## config.mk

```make
export PLATFORM = sky130hd
export DESIGN_NAME = ptr_interp
export DESIGN_NICKNAME = d
export VERILOG_FILES = /design/src/rtl/ptr_pkg.sv /design/src/rtl/ptr_word_decode.sv /design/src/rtl/ptr_track_fsm.sv /design/src/rtl/ptr_interp.sv
export SDC_FILE = /design/constraint.sdc
export NUM_CORES = 1
export LEC_CHECK = 0
export CAP_MARGIN = 20
export CORE_MARGIN = 5
export CORE_UTILIZATION = 51
export DETAILED_ROUTE_END_ITERATION = 8
export GPL_TIMING_DRIVEN = 0
export MAX_ROUTING_LAYER = met4
export PLACE_DENSITY_LB_ADDON = 0.25
export SYNTH_ARGS = -nofsm -noshare
export SYNTH_HDL_FRONTEND = slang
export SYNTH_SLANG_ARGS = --single-unit
```

## constraint.sdc

```tcl
create_clock -name clk -period 4.55 [get_ports clk]
set_clock_uncertainty 0.2 [all_clocks]
set_input_delay 0.455 -clock clk [delete_from_list [all_inputs] [get_ports clk]]
set_output_delay 0.455 -clock clk [all_outputs]
set_load 0.01 [all_outputs]
```

## src/rtl/ptr_pkg.sv

```systemverilog
`timescale 1ns/1ps
package ptr_pkg;
    localparam int BYTE_W = 8;
    localparam int FLAG_W = 4;

    typedef enum logic [2:0] {
        CL_NORMAL,
        CL_INC,
        CL_DEC,
        CL_NEWPTR,
        CL_BAD
    } ptr_class_e;

    typedef enum logic {
        ST_STEADY,
        ST_GUARD
    } trk_state_e;
endpackage

```

## src/rtl/ptr_word_decode.sv

```systemverilog
`timescale 1ns/1ps
module ptr_word_decode
    import ptr_pkg::*;
#(
    parameter int         PTR_W   = 10,
    parameter int         MAX_OFS = 782,
    parameter int         MAJ     = 3,
    parameter logic [3:0] FLAG_SET = 4'b1001
) (
    input  logic [BYTE_W-1:0] h1_byte,
    input  logic [BYTE_W-1:0] h2_byte,
    input  logic [PTR_W-1:0]  held_ofs,
    output logic [PTR_W-1:0]  rx_value,
    output ptr_class_e        cls
);
    localparam int PAIRS = PTR_W / 2;
    localparam int CNT_W = $clog2(PAIRS + 1);

    logic [2*BYTE_W-1:0] word_all;
    logic [FLAG_W-1:0]   flag_nib;
    logic [PTR_W-1:0]    diff;
    logic [PAIRS-1:0]    i_diff;
    logic [PAIRS-1:0]    d_diff;
    logic [CNT_W-1:0]    i_cnt;
    logic [CNT_W-1:0]    d_cnt;
    logic                i_maj;
    logic                d_maj;
    logic                over_range;
    logic                size_bits_unused;

    // offset word in the low bits, flag nibble in the top of the first byte
    assign word_all         = {h1_byte, h2_byte};
    assign rx_value         = word_all[PTR_W-1:0];
    assign flag_nib         = h1_byte[BYTE_W-1 -: FLAG_W];
    assign size_bits_unused = ^word_all[2*BYTE_W-FLAG_W-1:PTR_W];
    assign diff             = rx_value ^ held_ofs;

    // odd positions carry the I bits, even positions the D bits
    generate
        for (genvar g = 0; g < PAIRS; g++) begin : g_pair
            assign i_diff[g] = diff[2*g+1];
            assign d_diff[g] = diff[2*g];
        end
    endgenerate

    always_comb begin
        i_cnt = '0;
        d_cnt = '0;
        for (int k = 0; k < PAIRS; k++) begin
            i_cnt = i_cnt + CNT_W'(i_diff[k]);
            d_cnt = d_cnt + CNT_W'(d_diff[k]);
        end
    end

    assign i_maj      = (int'(i_cnt) >= MAJ);
    assign d_maj      = (int'(d_cnt) >= MAJ);
    assign over_range = (int'(rx_value) > MAX_OFS);

    // flag nibble first, then R3/R4/R11 majority vote, then R7/R8 range
    always_comb begin
        if (flag_nib == FLAG_SET) begin
            cls = over_range ? CL_BAD : CL_NEWPTR;
        end else if (i_maj && !d_maj) begin
            cls = CL_INC;
        end else if (d_maj && !i_maj) begin
            cls = CL_DEC;
        end else begin
            cls = over_range ? CL_BAD : CL_NORMAL;
        end
    end

    always_comb begin
        assert ((cls != CL_INC && cls != CL_DEC) || (flag_nib != FLAG_SET))
            else $error("p_flag_priority_r6");
    end
endmodule

```

## src/rtl/ptr_track_fsm.sv

```systemverilog
`timescale 1ns/1ps
module ptr_track_fsm
    import ptr_pkg::*;
#(
    parameter int PTR_W   = 10,
    parameter int MAX_OFS = 782
) (
    input  logic             clk,
    input  logic             rst_n,
    input  logic             frame_strobe,
    input  ptr_class_e       cls,
    input  logic [PTR_W-1:0] rx_value,
    output logic [PTR_W-1:0] offset,
    output logic             inc_flag,
    output logic             dec_flag,
    output logic             newptr_flag,
    output logic             invalid_flag
);
    localparam logic [PTR_W-1:0] MAX_V = PTR_W'(MAX_OFS);

    trk_state_e       state, nxt_state;
    logic [PTR_W-1:0] ofs_q, nxt_ofs;
    logic             nxt_inc, nxt_dec, nxt_new, nxt_bad;
    logic [PTR_W-1:0] ofs_up, ofs_dn;

    // wrap at both ends of the offset range
    assign ofs_up = (ofs_q == MAX_V) ? '0 : ofs_q + 1'b1;
    assign ofs_dn = (ofs_q == '0) ? MAX_V : ofs_q - 1'b1;

    // state register
    always_ff @(posedge clk) begin
        if (!rst_n) state <= ST_STEADY;
        else        state <= nxt_state;
    end

    // transitions
    always_comb begin
        nxt_state = state;
        if (frame_strobe) begin
            unique case (state)
                ST_STEADY: begin
                    if (cls == CL_INC || cls == CL_DEC || cls == CL_NEWPTR)
                        nxt_state = ST_GUARD;        // T_ADJUST
                end
                ST_GUARD: begin
                    if (cls == CL_NEWPTR) nxt_state = ST_GUARD;   // T_RELOAD
                    else                  nxt_state = ST_STEADY;  // T_SETTLE
                end
            endcase
        end
    end

    // outputs
    always_comb begin
        nxt_ofs = ofs_q;
        nxt_inc = 1'b0;
        nxt_dec = 1'b0;
        nxt_new = 1'b0;
        nxt_bad = 1'b0;
        if (frame_strobe) begin
            unique case (state)
                ST_STEADY: begin
                    case (cls)
                        CL_INC:    begin nxt_inc = 1'b1; nxt_ofs = ofs_up; end
                        CL_DEC:    begin nxt_dec = 1'b1; nxt_ofs = ofs_dn; end
                        CL_NEWPTR: begin nxt_new = 1'b1; nxt_ofs = rx_value; end
                        CL_BAD:    nxt_bad = 1'b1;
                        default:   nxt_ofs = ofs_q;
                    endcase
                end
                ST_GUARD: begin
                    // justification commands are dropped here
                    case (cls)
                        CL_NEWPTR: begin nxt_new = 1'b1; nxt_ofs = rx_value; end
                        CL_BAD:    nxt_bad = 1'b1;
                        default:   nxt_ofs = ofs_q;
                    endcase
                end
            endcase
        end
    end

    always_ff @(posedge clk) begin
        if (!rst_n) begin
            ofs_q        <= '0;
            inc_flag     <= 1'b0;
            dec_flag     <= 1'b0;
            newptr_flag  <= 1'b0;
            invalid_flag <= 1'b0;
        end else begin
            ofs_q        <= nxt_ofs;
            inc_flag     <= nxt_inc;
            dec_flag     <= nxt_dec;
            newptr_flag  <= nxt_new;
            invalid_flag <= nxt_bad;
        end
    end

    assign offset = ofs_q;

    p_ofs_range_r5: assert property (@(posedge clk) disable iff (!rst_n)
        offset <= MAX_V);

    p_one_pulse_r10: assert property (@(posedge clk) disable iff (!rst_n)
        $onehot0({inc_flag, dec_flag, newptr_flag, invalid_flag}));

    p_quiet_r10: assert property (@(posedge clk) disable iff (!rst_n)
        !frame_strobe |=> (!inc_flag && !dec_flag && !newptr_flag && !invalid_flag
                           && $stable(offset)));

    p_guard_r9: assert property (@(posedge clk) disable iff (!rst_n)
        (frame_strobe && state == ST_GUARD) |=> (!inc_flag && !dec_flag));

    p_inc_step_r3: assert property (@(posedge clk) disable iff (!rst_n)
        inc_flag |-> offset == (($past(offset) == MAX_V) ? '0 : $past(offset) + 1'b1));

    p_dec_step_r4: assert property (@(posedge clk) disable iff (!rst_n)
        dec_flag |-> offset == (($past(offset) == '0) ? MAX_V : $past(offset) - 1'b1));

    p_bad_hold_r7: assert property (@(posedge clk) disable iff (!rst_n)
        invalid_flag |-> $stable(offset));
endmodule

```

## src/rtl/ptr_interp.sv

```systemverilog
`timescale 1ns/1ps
module ptr_interp
    import ptr_pkg::*;
#(
    parameter int PTR_W   = 10,
    parameter int MAX_OFS = 782,
    parameter int MAJ     = 3
) (
    input  logic              clk,
    input  logic              rst_n,
    input  logic              frame_strobe,
    input  logic [BYTE_W-1:0] h1_byte,
    input  logic [BYTE_W-1:0] h2_byte,
    output logic [PTR_W-1:0]  offset,
    output logic              stuff_after_h3,
    output logic              data_in_h3,
    output logic              new_ptr,
    output logic              ptr_invalid
);
    ptr_class_e       cls;
    logic [PTR_W-1:0] rx_value;

    ptr_word_decode #(
        .PTR_W   (PTR_W),
        .MAX_OFS (MAX_OFS),
        .MAJ     (MAJ),
        .FLAG_SET(4'b1001)
    ) u_decode (
        .h1_byte (h1_byte),
        .h2_byte (h2_byte),
        .held_ofs(offset),
        .rx_value(rx_value),
        .cls     (cls)
    );

    ptr_track_fsm #(
        .PTR_W  (PTR_W),
        .MAX_OFS(MAX_OFS)
    ) u_track (
        .clk         (clk),
        .rst_n       (rst_n),
        .frame_strobe(frame_strobe),
        .cls         (cls),
        .rx_value    (rx_value),
        .offset      (offset),
        .inc_flag    (stuff_after_h3),
        .dec_flag    (data_in_h3),
        .newptr_flag (new_ptr),
        .invalid_flag(ptr_invalid)
    );

    p_load_value_r6: assert property (@(posedge clk) disable iff (!rst_n)
        new_ptr |-> offset == $past({h1_byte, h2_byte}) [PTR_W-1:0]);
endmodule

```

# Word level (Yosys, flattened, before mapping)
# Cells that the tools add are included.
# word_totals
ff_bits	15
word_cells	57
# classes
n_addsub	10
magnitude_cmp	3
eq_ne	8
muxes	16
bitwise_logic	4
n_reduce_logical	10
# op_table
op	count
$mux W10	3
$pmux W10 S3	1
$pmux W10 S2	1
$add A3 B1 Y3	6
$mux W3	5
$add A10 B1 Y10 const B	1
$eq A10 B10 Y1 const B	1
$gt A10 B10 Y1 const B	1
$logic_not A10 Y1	1
$sub A10 B1 Y10 const B	1
$xor A10 B10 Y10	1
$eq A3 B2 Y1 const B	2
$ge A3 B2 Y1 const B	2
$mux W1	5
$add A1 B1 Y2	2
$eq A4 B4 Y1 const B	1
$ne A4 B1 Y1 const B	1
$eq A3 B1 Y1 const B	1
$eq A3 B3 Y1 const B	1
$not A1 Y1	3
$reduce_and A3 Y1	1
$reduce_or A3 Y1	1
$logic_and A1 B1 Y1	2
$logic_not A1 Y1	2
other kinds (4)	5

# Longest topological paths before layout
# Gate-level depths: netlist (run 1).
# logic_depth
word_depth	16
depth_mapped	14
ltp_nobuf	11

# Hierarchy
# From an unflattened synthesis (run 1), not the netlist that was laid out.
# unflattened
hier_cells	213
area_unflattened_um2	1764.2
# by_module_without_submodules
module	instances	cells_per_inst	area_per_inst_um2	seq_area_each_um2
ptr_track_fsm	1	167	1330.0	300.3
ptr_word_decode	1	46	434.2	0.0

# Worst setup path after synthesis (run 1)
# No wires, ideal clock.
# synth_path
path_type	reg-to-reg
startpoint	reg u_track.ofs_q[3], in the netlist u_track.offset[3]
endpoint	reg u_track.ofs_q[5], in the netlist u_track.offset[5]
setup_time_ns	0.131
t_arrival_ns	3.539
required_ns	4.219
setup_slack_ns	0.681
path_stages_with_launch	14
period_less_slack_ns	3.869
path_cell_list	dfxtp_1 clkbuf_1 xor2_1 ha_1 fa_1 ha_1 fa_1 a21o_1 or3_1 buf_2 o221ai_4 nor2_1 a2111oi_1 o22ai_1
# synth_via
elab_chain_len	14
# synth_lines
item	line	rtl
start: declaration	ptr_track_fsm.sv:22	logic [PTR_W-1:0] ofs_q, nxt_ofs;
start signal: assignment	ptr_track_fsm.sv:91	ofs_q <= nxt_ofs;
$xor A10 B10 Y10	ptr_word_decode.sv:36	assign diff = rx_value ^ held_ofs;
$add A1 B1 Y2	ptr_word_decode.sv:50	i_cnt = i_cnt + CNT_W'(i_diff[k]);
$add A3 B1 Y3 (3 in series)	ptr_word_decode.sv:50	
$ge A3 B2 Y1	ptr_word_decode.sv:55	assign i_maj = (int'(i_cnt) >= MAJ);
$logic_not A1 Y1	ptr_word_decode.sv:65	end else if (d_maj && !i_maj) begin
$logic_and A1 B1 Y1	ptr_word_decode.sv:65	
$mux W3	ptr_word_decode.sv:65	
$mux W3	ptr_word_decode.sv:63	end else if (i_maj && !d_maj) begin
$mux W3	ptr_word_decode.sv:61	if (flag_nib == FLAG_SET) begin
$eq A3 B2 Y1, or another cell as far along	ptr_track_fsm.sv:63, ptr_track_fsm.sv:73	
$pmux W10 S3, or another cell as far along	ptr_track_fsm.sv:63	case (cls)
$pmux W10 S2 / $reduce_and A3 Y1 (equally long branches)	--	
# Parallel ways exist; a longest one is shown, timed or not.
# A chain may end at the register's enable or synchronous reset.

# Worst setup path in the final report (run 1)
# layout_path
startpoint	reg u_track.ofs_q[0], in the netlist u_track.offset[0]
endpoint	reg u_track.ofs_q[6], in the netlist u_track.offset[6]
# layout_via
elab_chain_len	13
# layout_lines
item	line	rtl
$xor A10 B10 Y10	ptr_word_decode.sv:36	
$add A1 B1 Y2	ptr_word_decode.sv:51	d_cnt = d_cnt + CNT_W'(d_diff[k]);
$add A3 B1 Y3 (3 in series)	ptr_word_decode.sv:51	
$ge A3 B2 Y1	ptr_word_decode.sv:56	assign d_maj = (int'(d_cnt) >= MAJ);
$logic_and A1 B1 Y1 / $logic_not A1 Y1 (equally long branches)	ptr_word_decode.sv:65, ptr_word_decode.sv:63	
$mux W3 / $logic_and A1 B1 Y1 (equally long branches)	ptr_word_decode.sv:65, ptr_word_decode.sv:63	
$mux W3	ptr_word_decode.sv:63	
$mux W3	ptr_word_decode.sv:61	
$eq A3 B2 Y1, or another cell as far along	ptr_track_fsm.sv:63, ptr_track_fsm.sv:73	
$pmux W10 S3, or another cell as far along	ptr_track_fsm.sv:63	
$pmux W10 S2 / $reduce_and A3 Y1 (equally long branches)	--	
# Parallel ways exist; a longest one is shown, timed or not.

==> impl_results.md, run 1 <==
- Max cap viols: 0
- Clk sinks: 15
- Post-Synth XOR/XNOR Area: 11.16%
- Kind of start point of the critical path: flip-flop
- Worst slew pin tran: 0.6549 ns
- Cells taking the most area after synthesis: dfxtp_1 (20%), xor2_1 (8.8%), ha_1 (5.9%)
- Vias in the first global route: 1604
- Post-CTS Setup Bufs: 0
- Area of the multi-input gates: 0.001107 mm²
- Final non-filler cell total: 257
- Placed instance count: 253
- Adder-Cell Fraction of Synth Area: 11.24%
- Final Hold Fails: 0
- Clock Latency Late Sink: 0.29 ns
- Mapped Area: 0.001491 mm²
- Largest net degree at the start of global routing: 11
- Worst-case clock buffer depth: 2
- P_leak: 0.7069 nW
- Hold Crit Class: in -> reg
- CP Max Fanout: 10
- Post-synthesis compound-gate area fraction: 22.73%
- Die H: 64.08 µm
- Tot GR Track Use: 23.17%
- # DRC: 0
- Hold_buf cts: 0
- Top_reg_cell synth: dfxtp_1
- Critical Path RT: 4.58 ns
- Slew HR: 56.25%
- DP HPWL: 3387 µm
- Yosys warnings: 0
- Synth async-reset ratio: 0%
- Total power: 1.362 mW
- Post-synth EDFFs: 0
- CP arrival: 4.29 ns
- Final period util: 93.59%
- # diodes: 0
- Site Rows: 19
- # nets final: 257
- H-tree levels: 1
- Post-synthesis simple-gate area fraction: 29.11%
- Die width: 64.08 µm
- Antenna viol nets, final: 0
- Most frequent cell after synthesis: nand2_1
- Hold Crit Start: rst_n
- Seq. cell area: 300.3 µm²
- Initial antenna violation count: 0
- Mux cell area share after synthesis: 0%
- Commonest cells in the netlist: nand2_1 (19), nor2_1 (17), dfxtp_1 (15), xor2_1 (15), clkbuf_1 (12)
- Crit path launch: u_track.offset[0]
- Vias post-DR: 1590
- Clock period minus worst slack: 4.258 ns
- P per Cell Area: 736.3 mW/mm²
- Crit path kind: reg -> reg
- Share of cells above drive strength 1: 7.080%
- Final setup vio count: 0
- Register area share after synthesis: 20.13%
- RSZ-0062 raised after global routing: false
- Yosys cell types: 46
- Slew Limit Fails: 0
- Synth area leader: dfxtp_1
- Largest family of logic cells by synthesized area: simple AND/OR/NAND/NOR gates
- Syn-to-layout area delta: 23.99%
- #FFs+latches synth: 15
- Fmax: 0.2348 GHz
- Pre-antenna DRT Iters: 4
- Final core utilization: 66.49%
- Core Area: 0.002781 mm²
- CP Cell Sequence: clkbuf_1 -> xor2_1 -> ha_1 -> fa_1 -> ha_1 -> fa_1 -> a21oi_1 -> xor2_1 -> nor2_1 -> o21a_1 -> buf_2 -> buf_2 -> nand2_1 -> o22ai_1
- Congestion Overflow GR: 0
- Starting Density: 53.62%
- Syn Area/Cell: 7.728 µm²
- Status: completed
- Full die area: 0.004106 mm²
- Syn Inst Count: 193
- Post-synth top area share: 20.13%
- Cts bufs inserted: 3
- Per-cell routed wire length: 17.19 µm
- First-pass GRT wire length: 7493 µm
- Start of the worst register-to-register path: u_track.offset[0]
- Clock transition at path regs: 0.11 ns
- Crit path capture type: flip-flop
- Max stage delay on crit path: 0.49 ns
- Avg Vias per Cell: 6.187
- Layout fillers: 254
- Post-Syn Nets: 223
- Peak supply drop: 515.8 µV
- GP Congestion: 0.9346
- Ports: 33
- Slowest stage cell, crit path: fa_1
- CTS tree: built
- Port Buffers: 29
- Iter 0 DRT Violations: 115
- Setup TNS: 0 ns
- Detailed Route WL: 4419 µm
- Clk root buf: clkbuf_4
-- report_power, final --
part | internal, mW | switching (mW) | total, mW
combinational | 0.447 | 0.642 | 1.09
clock | 0.0327 | 0.0530 | 0.0857
sequential | 0.166 | 0.0206 | 0.186
-- through the flow --
| stage | setup WS, ns | area, µm² | hold WS [ns] |
|---|---|---|---|
| after detailed placement | 0.09521 | 1821 | 0.4253 |
| after global routing | 0.02358 | 1849 | 0.4186 |
| after CTS | 0.3051 | 1848 | 0.3903 |
| final | 0.2916 | 1849 | 0.3911 |
| after global placement | 0.1691 | 1821 | 0.4099 |
| after floorplan | 0.6808 | 1491 | 0.4042 |
-- cells in the final DEF (no fill, tap or decap), drive strengths merged, types with 2 or more instances in the layout --
master / n
or4: 3
fa: 4
nor3: 5
dfxtp: 15
o221ai: 3
and2: 2
o21ai: 8
a2111oi: 4
a32o: 2
nor4: 4
o22ai: 5
xor2: 15
inv: 2
nand3: 8
nand4: 2
ha: 7
o31ai: 3
buf: 5
nand2b: 7
and3: 3
or2: 2
clkbuf: 15
a21oi: 11
a221oi: 2
xnor2: 4
o21a: 3
or3: 4
nor2: 17
nand2: 20
clkdlybuf4s50: 29
-- sequential cells by signal, summed over array words and instances (netlist names) --
signal                count
u_track.inc_flag          1
u_track.newptr_flag       1
u_track.dec_flag          1
u_track.invalid_flag      1
u_track.offset           10
u_track.state             1
-- repair_timing --
item                                   CTS  global route
endpoints found under the hold margin    0             0
gates resized for setup                  0             2
setup endpoints to repair                0             1
-- cells by family after synthesis --
group	Yosys count
buffers and inverters	19
and+or+nand+nor	82
adders and majority gates	11
AOI/OAI and AO/OA	47
DFF	15
xor gates and xnor gates	19
-- critical path: cells and delay by family, from the launching register on --
| family | cells | cell delay, ns |
|---|---|---|
| simple gates | 2 | 0.32 |
| fa+ha+maj | 4 | 1.46 |
| flops | 1 | 0.36 |
| buf+inv | 3 | 0.86 |
| compound gates | 3 | 0.64 |
| xor+xnor | 2 | 0.36 |
-- routing by layer --
layer | global-route usage, % | vias to the layer above | routed length [µm]
met5 | - | - | 0
met4 | 11.43 | 0 | 136
met3 | 3.678 | 14 | 283
met2 | 37.69 | 74 | 2163
met1 | 27.52 | 734 | 1836
li1 | - | 768 | -
-- final timing paths --
kind                                     endpoint  depth (start not counted)  slack [ns]
worst max-delay path            u_track.offset[6]                         14        0.29
worst min-delay path            u_track.offset[9]                          3        0.39
worst max register to register  u_track.offset[6]                         14        0.29
worst min register to register  u_track.offset[5]                          3        0.44
-- cell type report --
cell class	count	share of cell area (%)
inverter	2	0.4060
tap	31	2.097
buffer	17	4.195
multi-input combinational	159	59.88
sequential	15	16.24
clock inverter	1	0.2706
timing repair buffer	29	15.70
clock buffer	3	1.218
No activity file was read; power rests on OpenSTA's default activity.
==> run 2: changes to the inputs <==
--- a/config.mk
+++ b/config.mk
@@ -8,6 +8,7 @@
 export CAP_MARGIN = 20
 export CORE_MARGIN = 5
 export CORE_UTILIZATION = 51
+export CTS_CLUSTER_DIAMETER = 80
 export DETAILED_ROUTE_END_ITERATION = 8
 export GPL_TIMING_DRIVEN = 0
 export MAX_ROUTING_LAYER = met4
==> results of run 2 <==
Same layout as run 1: the final DEF is identical, and so are final timing and power.
==> run 3: changes to the inputs <==
--- a/config.mk
+++ b/config.mk
@@ -5,6 +5,7 @@
 export SDC_FILE = /design/constraint.sdc
 export NUM_CORES = 1
 export LEC_CHECK = 0
+export ABC_CLOCK_PERIOD_IN_PS = 4550
 export CAP_MARGIN = 20
 export CORE_MARGIN = 5
 export CORE_UTILIZATION = 51
@@ -13,6 +14,7 @@
 export GPL_TIMING_DRIVEN = 0
 export MAX_ROUTING_LAYER = met4
 export PLACE_DENSITY_LB_ADDON = 0.25
+export SETUP_SLACK_MARGIN = 0.3
 export SYNTH_ARGS = -nofsm -noshare
 export SYNTH_HDL_FRONTEND = slang
 export SYNTH_SLANG_ARGS = --single-unit
==> impl_results.md, run 3 (synthesized netlist as in run 1, its figures left out) <==
- Status: completed
- Crit path kind: in -> reg
- Pre-antenna DRT Iters: 4 (unchanged)
- Setup TNS: 0 ns (unchanged)
- Site Rows: 19 (unchanged)
- CP Max Fanout: 10 (unchanged)
- CP arrival: 4.09 ns (-0.20 ns)
- Most Crowded Layer GR: met2
- Post-CTS Setup Bufs: 0 (unchanged)
- Clock transition at path regs: 0.11 ns (about the same)
- Starting Density: 53.62% (unchanged)
- Slowest stage cell, crit path: clkdlybuf4s50_1
- Dpl cell area: 0.001821 mm² (unchanged)
- Worst R2R Setup Slack: 0.53 ns (+0.24 ns)
- CP Cell Sequence: clkdlybuf4s50_1 -> xor2_1 -> ha_1 -> fa_1 -> ha_1 -> fa_1 -> a21oi_2 -> xor2_1 -> nor2_1 -> o21a_1 -> buf_2 -> clkbuf_4 -> nand2_1 -> o22ai_1
- Initial antenna violation count: 0 (unchanged)
- Clk root buf: clkbuf_4
- Crit path max-delay family: adder cells
- Largest net degree at the start of global routing: 11 (unchanged)
- Worst slew pin tran: 0.6655 ns (+0.01063 ns)
- Hold path depth: 3 (unchanged)
- Slew Limit Fails: 0 (unchanged)
- First-pass GRT wire length: 7493 µm (unchanged)
- GP Congestion: 0.9346 (unchanged)
- Detailed Route WL: 4456 µm (+0.84%)
- Reg-to-reg endpoint: u_track.offset[6]
- Clock Latency Late Sink: 0.29 ns (about the same)
- Most frequent cells in the layout: clkdlybuf4s50_1 (27), nand2_1 (19), nor2_1 (17)
- P_leak: 0.7401 nW (+4.7%)
- Fmax: 0.2461 GHz (+4.8%)
- Post-route design area: 0.001877 mm² (+1.5%)
- GRT met3 Usage: 3.678% (unchanged)
- RSZ-0062 raised after global routing: false
- Ports: 33 (unchanged)
- Vias in the first global route: 1604 (unchanged)
- Hold_buf cts: 0 (unchanged)
- DP HPWL: 3387 µm (unchanged)
- Port Buffers: 29 (unchanged)
- Final period util: 89.30% (-4.3 points)
- Core Area: 0.002781 mm² (unchanged)
- Most flop-heavy register: u_track.offset
- R2R depth: 14 (unchanged)
- Largest register FFs: 10 (unchanged)
- Vias post-DR: 1599 (+0.57%)
- Congestion Overflow GR: 0 (unchanged)
- Avg Vias per Cell: 6.222 (+0.57%)
- Start of the worst register-to-register path: u_track.offset[2]
- Slew HR: 55.54% (-0.71 points)
- Max cap viols: 0 (unchanged)
- # diodes: 0 (unchanged)
- Max stage delay on crit path: 0.52 ns (+0.03 ns)
- P per Cell Area: 746.3 mW/mm² (+1.4%)
- Kind of start point of the critical path: input pin
- # nets final: 257 (unchanged)
- Share of cells above drive strength 1: 9.735% (+2.7 points)
- Final setup vio count: 0 (unchanged)
- Hold Crit Start: rst_n
- Peak supply drop: 531.4 µV (+3.0%)
- Hold endpoint: u_track.offset[9]
- Iter 0 DRT Violations: 116 (+0.87%)
- H-tree levels: 1 (unchanged)
- Crit path capture type: flip-flop
- Per-cell routed wire length: 17.34 µm (+0.84%)
- CTS tree: built
- Clock period minus worst slack: 4.063 ns (-0.1954 ns)
- Commonest non-fill, non-tap cell in the layout: clkdlybuf4s50_1
- Critical Path RT: 4.58 ns (about the same)
- Tot GR Track Use: 23.17% (unchanged)
- Cts bufs inserted: 3 (unchanged)
- Antenna viol nets, final: 0 (unchanged)
- Hold_ws: 0.3894 ns (-0.001737 ns)
- GR Layer Usage met1: 27.52% (unchanged)
- Full die area: 0.004106 mm² (unchanged)
- Hold Crit Class: in -> reg
- WP buf/inv: 3 (unchanged)
- Worst-case clock buffer depth: 2 (unchanged)
- Final Hold Fails: 0 (unchanged)
- Clk sinks: 15 (unchanged)
- Syn-to-layout area delta: 25.84%
- Die H: 64.08 µm (unchanged)
- Grt met2 use: 37.69% (unchanged)
- # DRC: 0 (unchanged)
- Die width: 64.08 µm (unchanged)
-- run 3: cell types whose count changed in the layout (fill, tap and decap cells not counted) --
| cell | previous run | this run |
|---|---|---|
| clkbuf_4 | 3 | 5 |
| clkbuf_1 | 11 | 8 |
| a21oi_1 | 11 | 10 |
| clkdlybuf4s50_1 | 29 | 27 |
| dlymetal6s2s_1 | 0 | 2 |
| a21oi_2 | 0 | 1 |
| a2111oi_2 | 0 | 2 |
| clkbuf_2 | 1 | 2 |
| a2111oi_1 | 4 | 2 |
-- run 3: how the worst max path moves through the flow --
stage | startpoint | endpoint | depth (start not counted)
2_1_floorplan | u_track.offset[3] | u_track.offset[5] | 13
3_3_place_gp | h2_byte[1] | u_track.offset[5] | 13
3_5_place_dp | h2_byte[0] | u_track.offset[6] | 14
4_1_cts | u_track.offset[2] | u_track.offset[6] | 14
5_1_grt | u_track.offset[3] | u_track.offset[3] | 13
6_report | h2_byte[0] | u_track.offset[6] | 14
-- run 3: worst register-to-register path, delay by kind of cell (launching register included) --
family	cells	cell delay, ns
XOR/XNOR	2	0.31
flip-flops	1	0.39
buffers and inverters	3	0.75
AND/OR/NAND/NOR	2	0.31
adder cells (fa/ha/maj)	4	1.45
AO/OA/AOI/OAI	3	0.55
-- run 3: power breakdown --
group          switching [mW]  internal [mW]
Clock                  0.0531         0.0327
Combinational           0.659          0.470
Sequential             0.0207          0.166
Total                   0.732          0.668
-- run 3: area by class of cell --
class                   instances  area (µm²)
fillers                       254       904.6
clock buffers                   3       22.52
multi-input cells             159        1121
well taps                      31       38.79
flip-flops and latches         15       300.3
plain buffers                  17       86.33
repair buffers                 29       295.3
inverters                       2       7.507
clock inverters                 1       5.005
-- run 3: repair_timing --
action | CTS | global route
resized for setup | 0 | 17
setup endpoints to repair | 0 | 11
hold endpoints to repair | 0 | 0
-- run 3: per-layer routing --
layer / part of all wire [%] / wire length (µm)
met1: 41 / 1830
met2: 48 / 2140
met3: 8.2 / 366
met4: 2.7 / 119
met5: 0 / 0
-- run 3: through the flow --
step,std cells,utilization (%),setup WS (ns),power (mW)
detailed placement,253,65.45,0.09521,1.253
global route,257,67.48,0.3096,1.516
finish,257,67.48,0.4870,1.401
floorplan,193,-,0.6808,0.9528
CTS,257,66.44,0.3051,1.340
global placement,253,65.45,0.1691,1.210
